[config.mk]
export PLATFORM = sky130hd
export DESIGN_NAME = wdog_feed
export DESIGN_NICKNAME = d
export VERILOG_FILES = /design/src/rtl/wdog_pkg.sv /design/src/rtl/wdog_feed_fsm.sv /design/src/rtl/wdog_regs.sv /design/src/rtl/wdog_prescaler.sv /design/src/rtl/wdog_counter.sv /design/src/rtl/wdog_feed.sv
export SDC_FILE = /design/constraint.sdc
export NUM_CORES = 1
export LEC_CHECK = 0
export BUFFER_PORTS_ARGS = -buffer_cell sky130_fd_sc_hd__buf_4
export CORE_MARGIN = 3
export CORE_UTILIZATION = 45
export DETAILED_ROUTE_END_ITERATION = 16
export GPL_ROUTABILITY_DRIVEN = 1
export PLACE_DENSITY_LB_ADDON = 0.2
export SETUP_SLACK_MARGIN = 0.4
export SLEW_MARGIN = 20
export SYNTH_ARGS = -nofsm -noshare
export SYNTH_HDL_FRONTEND = slang
export SYNTH_HIERARCHICAL = 1
export SYNTH_SLANG_ARGS = --single-unit
[constraint.sdc]
create_clock -name clk_i -period 6.5 [get_ports clk_i]
set_input_delay 1.625 -clock clk_i [delete_from_list [all_inputs] [get_ports clk_i]]
set_output_delay 1.625 -clock clk_i [all_outputs]
set_load 0.02 [all_outputs]
[src/rtl/wdog_pkg.sv]
package wdog_pkg;
   typedef enum logic [1:0] {
      FS_IDLE   = 2'd0,
      FS_ARMED  = 2'd1,
      FS_CTRL_W = 2'd2
   } feed_state_e;

   localparam int unsigned MODE_BIT = 0;
   localparam int unsigned RUN_BIT  = 2;
   localparam int unsigned SEL_LSB  = 5;

   localparam int unsigned ADR_CTRL   = 0;
   localparam int unsigned ADR_RELOAD = 1;
   localparam int unsigned ADR_KEY_A  = 2;
   localparam int unsigned ADR_KEY_B  = 3;
   localparam int unsigned ADR_COUNT  = 4;
endpackage

[src/rtl/wdog_feed_fsm.sv]
module wdog_feed_fsm
   import wdog_pkg::*;
#(
   parameter int unsigned DATA_W = 8,
   parameter int unsigned ADDR_W = 3,
   parameter logic [7:0]  KEY_A  = 8'hA5,
   parameter logic [7:0]  KEY_B  = 8'h5A
) (
   input  logic              clk_i,
   input  logic              rst_ni,
   input  logic              wr_en_i,
   input  logic [ADDR_W-1:0] addr_i,
   input  logic [DATA_W-1:0] wdata_i,
   input  logic              mode_i,
   output logic              commit_o,
   output logic              feed_err_o,
   output feed_state_e       state_o
);
   localparam logic [DATA_W-1:0] KEY_A_W = DATA_W'(KEY_A);
   localparam logic [DATA_W-1:0] KEY_B_W = DATA_W'(KEY_B);

   feed_state_e state_q, state_d;
   logic hit_a, hit_b, hit_ctrl, key_a_ok, key_b_ok;

   assign hit_a    = (addr_i == ADDR_W'(ADR_KEY_A));
   assign hit_b    = (addr_i == ADDR_W'(ADR_KEY_B));
   assign hit_ctrl = (addr_i == ADDR_W'(ADR_CTRL));
   assign key_a_ok = hit_a && (wdata_i == KEY_A_W);
   assign key_b_ok = hit_b && (wdata_i == KEY_B_W);

   always_comb begin
      state_d    = state_q;
      commit_o   = 1'b0;
      feed_err_o = 1'b0;
      if (wr_en_i) begin
         case (state_q)
            FS_IDLE: begin
               if (hit_a) begin
                  if (key_a_ok) state_d = FS_ARMED;
                  else          feed_err_o = 1'b1;
               end else if (hit_b) begin
                  feed_err_o = 1'b1;
               end else if (hit_ctrl && mode_i) begin
                  state_d = FS_CTRL_W;
               end
            end
            FS_ARMED: begin
               state_d = FS_IDLE;
               if (key_b_ok) commit_o   = 1'b1;
               else          feed_err_o = 1'b1;
            end
            FS_CTRL_W: begin
               if (key_a_ok) begin
                  state_d = FS_ARMED;
               end else begin
                  state_d    = FS_IDLE;
                  feed_err_o = 1'b1;
               end
            end
            default: begin
               state_d    = FS_IDLE;
               feed_err_o = 1'b1;
            end
         endcase
      end
   end

   always_ff @(posedge clk_i or negedge rst_ni) begin
      if (!rst_ni) state_q <= FS_IDLE;
      else         state_q <= state_d;
   end

   assign state_o = state_q;
endmodule

[src/rtl/wdog_regs.sv]
module wdog_regs
   import wdog_pkg::*;
#(
   parameter int unsigned DATA_W = 8,
   parameter int unsigned ADDR_W = 3,
   parameter int unsigned CNT_W  = 8
) (
   input  logic              clk_i,
   input  logic              rst_ni,
   input  logic              wr_en_i,
   input  logic              rd_en_i,
   input  logic [ADDR_W-1:0] addr_i,
   input  logic [DATA_W-1:0] wdata_i,
   input  logic              commit_i,
   input  logic [CNT_W-1:0]  count_i,
   output logic [DATA_W-1:0] ctrl_stg_o,
   output logic [DATA_W-1:0] ctrl_sh_o,
   output logic [CNT_W-1:0]  reload_stg_o,
   output logic [CNT_W-1:0]  reload_sh_o,
   output logic [DATA_W-1:0] rdata_o
);
   logic [DATA_W-1:0] ctrl_stg_q, ctrl_sh_q;
   logic [CNT_W-1:0]  reload_stg_q, reload_sh_q;
   logic [DATA_W-1:0] rd_mux;

   always_ff @(posedge clk_i or negedge rst_ni) begin
      if (!rst_ni) begin
         ctrl_stg_q   <= '0;
         reload_stg_q <= '0;
      end else if (wr_en_i) begin
         if (addr_i == ADDR_W'(ADR_CTRL))   ctrl_stg_q   <= wdata_i;
         if (addr_i == ADDR_W'(ADR_RELOAD)) reload_stg_q <= wdata_i[CNT_W-1:0];
      end
   end

   always_ff @(posedge clk_i or negedge rst_ni) begin
      if (!rst_ni) begin
         ctrl_sh_q   <= '0;
         reload_sh_q <= '0;
      end else if (commit_i) begin
         ctrl_sh_q   <= ctrl_stg_q;
         reload_sh_q <= reload_stg_q;
      end
   end

   always_comb begin
      rd_mux = '0;
      if (addr_i == ADDR_W'(ADR_CTRL))   rd_mux = ctrl_stg_q;
      if (addr_i == ADDR_W'(ADR_RELOAD)) rd_mux = DATA_W'(reload_stg_q);
      if (addr_i == ADDR_W'(ADR_COUNT))  rd_mux = DATA_W'(count_i);
   end

   assign rdata_o      = rd_en_i ? rd_mux : '0;
   assign ctrl_stg_o   = ctrl_stg_q;
   assign ctrl_sh_o    = ctrl_sh_q;
   assign reload_stg_o = reload_stg_q;
   assign reload_sh_o  = reload_sh_q;
endmodule

[src/rtl/wdog_prescaler.sv]
module wdog_prescaler #(
   parameter int unsigned SEL_W    = 3,
   parameter int unsigned MIN_LOG2 = 5,
   parameter int unsigned STYLE    = 0
) (
   input  logic             clk_i,
   input  logic             rst_ni,
   input  logic             run_i,
   input  logic             clear_i,
   input  logic [SEL_W-1:0] sel_i,
   output logic             tick_o
);
   localparam int unsigned PS_W = MIN_LOG2 + (1 << SEL_W) - 1;

   logic [PS_W-1:0] ps_q;
   logic [PS_W-1:0] limit;

   // all-ones mask of the selected period; the top code wraps to full width
   assign limit = (PS_W'(1) << (MIN_LOG2 + 32'(sel_i))) - PS_W'(1);

   generate
      if (STYLE == 0) begin : g_match
         assign tick_o = run_i && (ps_q == limit);
         always_ff @(posedge clk_i or negedge rst_ni) begin
            if (!rst_ni)      ps_q <= '0;
            else if (clear_i) ps_q <= '0;
            else if (run_i)   ps_q <= tick_o ? '0 : ps_q + PS_W'(1);
         end
      end else begin : g_mask
         assign tick_o = run_i && ((ps_q & limit) == limit);
         always_ff @(posedge clk_i or negedge rst_ni) begin
            if (!rst_ni)      ps_q <= '0;
            else if (clear_i) ps_q <= '0;
            else if (run_i)   ps_q <= ps_q + PS_W'(1);
         end
      end
   endgenerate
endmodule

[src/rtl/wdog_counter.sv]
module wdog_counter #(
   parameter int unsigned CNT_W = 8
) (
   input  logic             clk_i,
   input  logic             rst_ni,
   input  logic             tick_i,
   input  logic             commit_i,
   input  logic [CNT_W-1:0] reload_i,
   output logic [CNT_W-1:0] count_o,
   output logic             underflow_o
);
   logic [CNT_W-1:0] cnt_q;
   logic             pend_q;

   assign underflow_o = tick_i && !pend_q && (cnt_q == '0);

   always_ff @(posedge clk_i or negedge rst_ni) begin
      if (!rst_ni)       pend_q <= 1'b0;
      else if (commit_i) pend_q <= 1'b1;
      else if (tick_i)   pend_q <= 1'b0;
   end

   always_ff @(posedge clk_i or negedge rst_ni) begin
      if (!rst_ni) begin
         cnt_q <= '0;
      end else if (tick_i) begin
         if (pend_q || cnt_q == '0) cnt_q <= reload_i;
         else                       cnt_q <= cnt_q - CNT_W'(1);
      end
   end

   assign count_o = cnt_q;
endmodule

[src/rtl/wdog_feed.sv]
module wdog_feed
   import wdog_pkg::*;
#(
   parameter int unsigned DATA_W   = 8,
   parameter int unsigned ADDR_W   = 3,
   parameter int unsigned CNT_W    = 8,
   parameter int unsigned SEL_W    = 3,
   parameter int unsigned MIN_LOG2 = 5,
   parameter int unsigned PS_STYLE = 0,
   parameter logic [7:0]  KEY_A    = 8'hA5,
   parameter logic [7:0]  KEY_B    = 8'h5A
) (
   input  logic              clk_i,
   input  logic              rst_ni,
   input  logic              wr_en_i,
   input  logic              rd_en_i,
   input  logic [ADDR_W-1:0] addr_i,
   input  logic [DATA_W-1:0] wdata_i,
   output logic [DATA_W-1:0] rdata_o,
   output logic              wdt_rst_o
);
   initial begin
      assert (DATA_W >= 8) else $error("data width below key width");
      assert (CNT_W <= DATA_W) else $error("counter wider than bus");
      assert (SEL_LSB + SEL_W <= DATA_W) else $error("select field off bus");
      assert (ADDR_W >= 3) else $error("address too narrow for map");
      assert (PS_STYLE <= 1) else $error("unknown prescaler style");
   end

   logic              commit, feed_err, tick, underflow, run, mode;
   feed_state_e       feed_state;
   logic [DATA_W-1:0] ctrl_stg, ctrl_sh;
   logic [CNT_W-1:0]  reload_stg, reload_sh, count;
   logic [SEL_W-1:0]  sel;
   logic              rst_q;

   assign run  = ctrl_sh[RUN_BIT];
   assign mode = ctrl_sh[MODE_BIT];
   assign sel  = ctrl_sh[SEL_LSB +: SEL_W];

   wdog_feed_fsm #(
      .DATA_W(DATA_W), .ADDR_W(ADDR_W), .KEY_A(KEY_A), .KEY_B(KEY_B)
   ) u_fsm (
      .clk_i(clk_i), .rst_ni(rst_ni), .wr_en_i(wr_en_i), .addr_i(addr_i),
      .wdata_i(wdata_i), .mode_i(mode), .commit_o(commit),
      .feed_err_o(feed_err), .state_o(feed_state)
   );

   wdog_regs #(
      .DATA_W(DATA_W), .ADDR_W(ADDR_W), .CNT_W(CNT_W)
   ) u_regs (
      .clk_i(clk_i), .rst_ni(rst_ni), .wr_en_i(wr_en_i), .rd_en_i(rd_en_i),
      .addr_i(addr_i), .wdata_i(wdata_i), .commit_i(commit), .count_i(count),
      .ctrl_stg_o(ctrl_stg), .ctrl_sh_o(ctrl_sh), .reload_stg_o(reload_stg),
      .reload_sh_o(reload_sh), .rdata_o(rdata_o)
   );

   wdog_prescaler #(
      .SEL_W(SEL_W), .MIN_LOG2(MIN_LOG2), .STYLE(PS_STYLE)
   ) u_ps (
      .clk_i(clk_i), .rst_ni(rst_ni), .run_i(run), .clear_i(commit),
      .sel_i(sel), .tick_o(tick)
   );

   wdog_counter #(
      .CNT_W(CNT_W)
   ) u_cnt (
      .clk_i(clk_i), .rst_ni(rst_ni), .tick_i(tick), .commit_i(commit),
      .reload_i(reload_sh), .count_o(count), .underflow_o(underflow)
   );

   always_ff @(posedge clk_i or negedge rst_ni) begin
      if (!rst_ni) rst_q <= 1'b0;
      else         rst_q <= feed_err || underflow;
   end

   assign wdt_rst_o = rst_q;
endmodule

==> qor.yml <==
critical_path:
  cp_max_fo: 8
  crit_path_end_kind: "output pin"
  cp_cell_sequence: "buf_4, nand2b_1, a211oi_1, buf_4"
  worst-endpoint-arrival_ps: 2620
  cp_common_cell: "buf_4"
  rr_worst_depth: 8
  rr_endpoint: "wdt_rst_o"
  critical-path-slowest-cell: "a211oi_1"
  worst_ep_required_time_ps: 4880
  r2r_slack_ps: 4000
  path_class: "input pin to output pin"
  worstReg2RegStart: "u_regs/ctrl_sh_o[6]"
  cp_slowest_stage_delay_ps: 340
  cp-start-kind: "input pin"
floorplanning:
  initial_core_util_pct: 47.9
  die_y_microns: 89.6
  die_area_sq_um: 8030
  core-area_sq_um: 6570
  ios: 24
  row_count: 29
  die_w_microns: 89.6
min_path:
  holdCritPathClass: "flop to flop"
  whs_endpoint: "u_regs/ctrl_stg_o[3]"
  min_path_cells: 1
  hold_start: "u_regs/ctrl_stg_o[3]"
detailed_routing:
  wire_per_inst_microns: 16.0
  drc: 0
  ant_nets: 0
  drtIter0Drc: 95
  num_vias: 2320
  vias_per_cell: 5.59
  routed_wl_mm: 6.64
  first_pass_iters: 4
clock_network:
  clk_pin_slew_ps: 90
  cts-resized-gates: 0
  cts_root_buf: "clkbuf_8"
  post_cts_buffers: 0
  postCtsHoldBufs: 0
  cts.htree.levels: 2
  cts_buffers: 5
  insertion_delay_ps: 310
  cts_num_sinks: 53
  cts_tree: "yes"
  cts.path.max_buffers: 2
timing:
  period_share_pct: 65.3
  tns_ps: 0
  hold_viol_final: 0
  clock_skew_ps: 9.56
  setup_viol: 0
  tightest_slew_ps: 679
  max_freq_ghz: 0.236
  fin_ws_ps: 2260
  max_slew_margin_pct: 54.7
  report.final.slew_viol_count: 0
  whs_ps: 513
  timing.final.crit_period_ps: 4240
  grt_setup_unrepaired: "no"
placed_design:
  placed_cells: 408
  place_ws_ps: 2250
  place.gp.congestion: 0.828
  place_area_sq_um: 3350
  io_buffers: 23
  dp.final_hpwl_mm: 4.72
power_and_ir_drop:
  finalPower_uw: 685
  p_leak_nw: 1.42
  peakVddDrop_mv: 0.117
  p_per_area_nw_per_um2: 199
yosys:
  ys_warn_count: 6
  syn_inst: 305
  syn_area_per_cell_sq_um: 10.3
  syn_area_sq_um: 3140
final_layout:
  syn_to_final_growth_pct: 9.35
  nNetsFinal: 341
  finish.utilization_pct: 52.4
  fillers: 613
  instances_no_fill: 415
  drive_gt1_share_pct: 23.0
  diodes: 0
  stdcell_area_sq_um: 3440
job:
  drv_cap: 0
status:
  status: "finished, final reports clean"
grt:
  overflow: 0
  grt_pass1_vias: 2303
  grt_pass1_wl_mm: 11.4
  antenna_found_initial: 0
  grt_max_degree: 54
  track_usage_pct: 18.5
-- layer usage --
metal	GRT usage [%]	vias up	share of wire, %
li1	-	1145	-
met1	24.6	1132	46
met4	6.50	0	1.9
met5	0	-	0
met3	3.19	10	3.3
met2	30.3	33	49
-- cells in the final DEF, fill, tap and decap left out, drive strengths merged, types with 4 or more instances in the layout --
cell type and count:
dfrtp 53, mux2 30, buf 27, a211oi 19, nand2 18, nor2 13, nand2b 13, inv 13
a21oi 13, o21ai 12, nor2b 11, nor3 10, nand3 8, clkbuf 7, xor2 6, xnor2 5
mux2i 4, a2bb2oi 4, ha 4
-- how the worst max path moves through the flow --
stage	from	slack, ps	endpoint
after floorplan	addr_i[2]	2130	rdata_o[0]
final	addr_i[1]	2260	rdata_o[7]
after global routing	addr_i[1]	2160	rdata_o[4]
after CTS	addr_i[1]	2240	rdata_o[6]
after global placement	addr_i[1]	2280	rdata_o[6]
after detailed placement	addr_i[1]	2250	rdata_o[6]
-- report_power, final --
group	switching, mW	leakage (nW)	internal, mW	total (mW)
clock	0.103	0.0443	0.0848	0.187
sequential	0.0271	0.628	0.360	0.387
combinational	0.0538	0.750	0.0569	0.111
total	0.184	1.42	0.502	0.685
-- cell type report --
type                    instances  area [sq um]  area share, %
clock buffers                   7          86.3           2.51
inverters                      13          48.8           1.42
multi-input cells             222          1660           48.2
flip-flops and latches         53          1330           38.6
repair buffers                 27           203           5.90
well taps                      93           116           3.38
-- worst max-delay path: cells and delay by family --
family / cells / cell delay, ps
compound gates: 1 / 340
buf+inv: 2 / 350
simple gates: 1 / 300
-- flip-flops by register name, indices dropped and copies added (netlist names) --
signal and count:
u_regs/ctrl_sh_o 5, u_cnt/pend_q 1, u_regs/ctrl_stg_o 8, wdt_rst_o 1, u_ps/ps_q 12, u_cnt/count_o 8
u_regs/reload_sh_o 8, u_regs/reload_stg_o 8, u_fsm/state_o 2
Power figures use the tool's default switching activity.
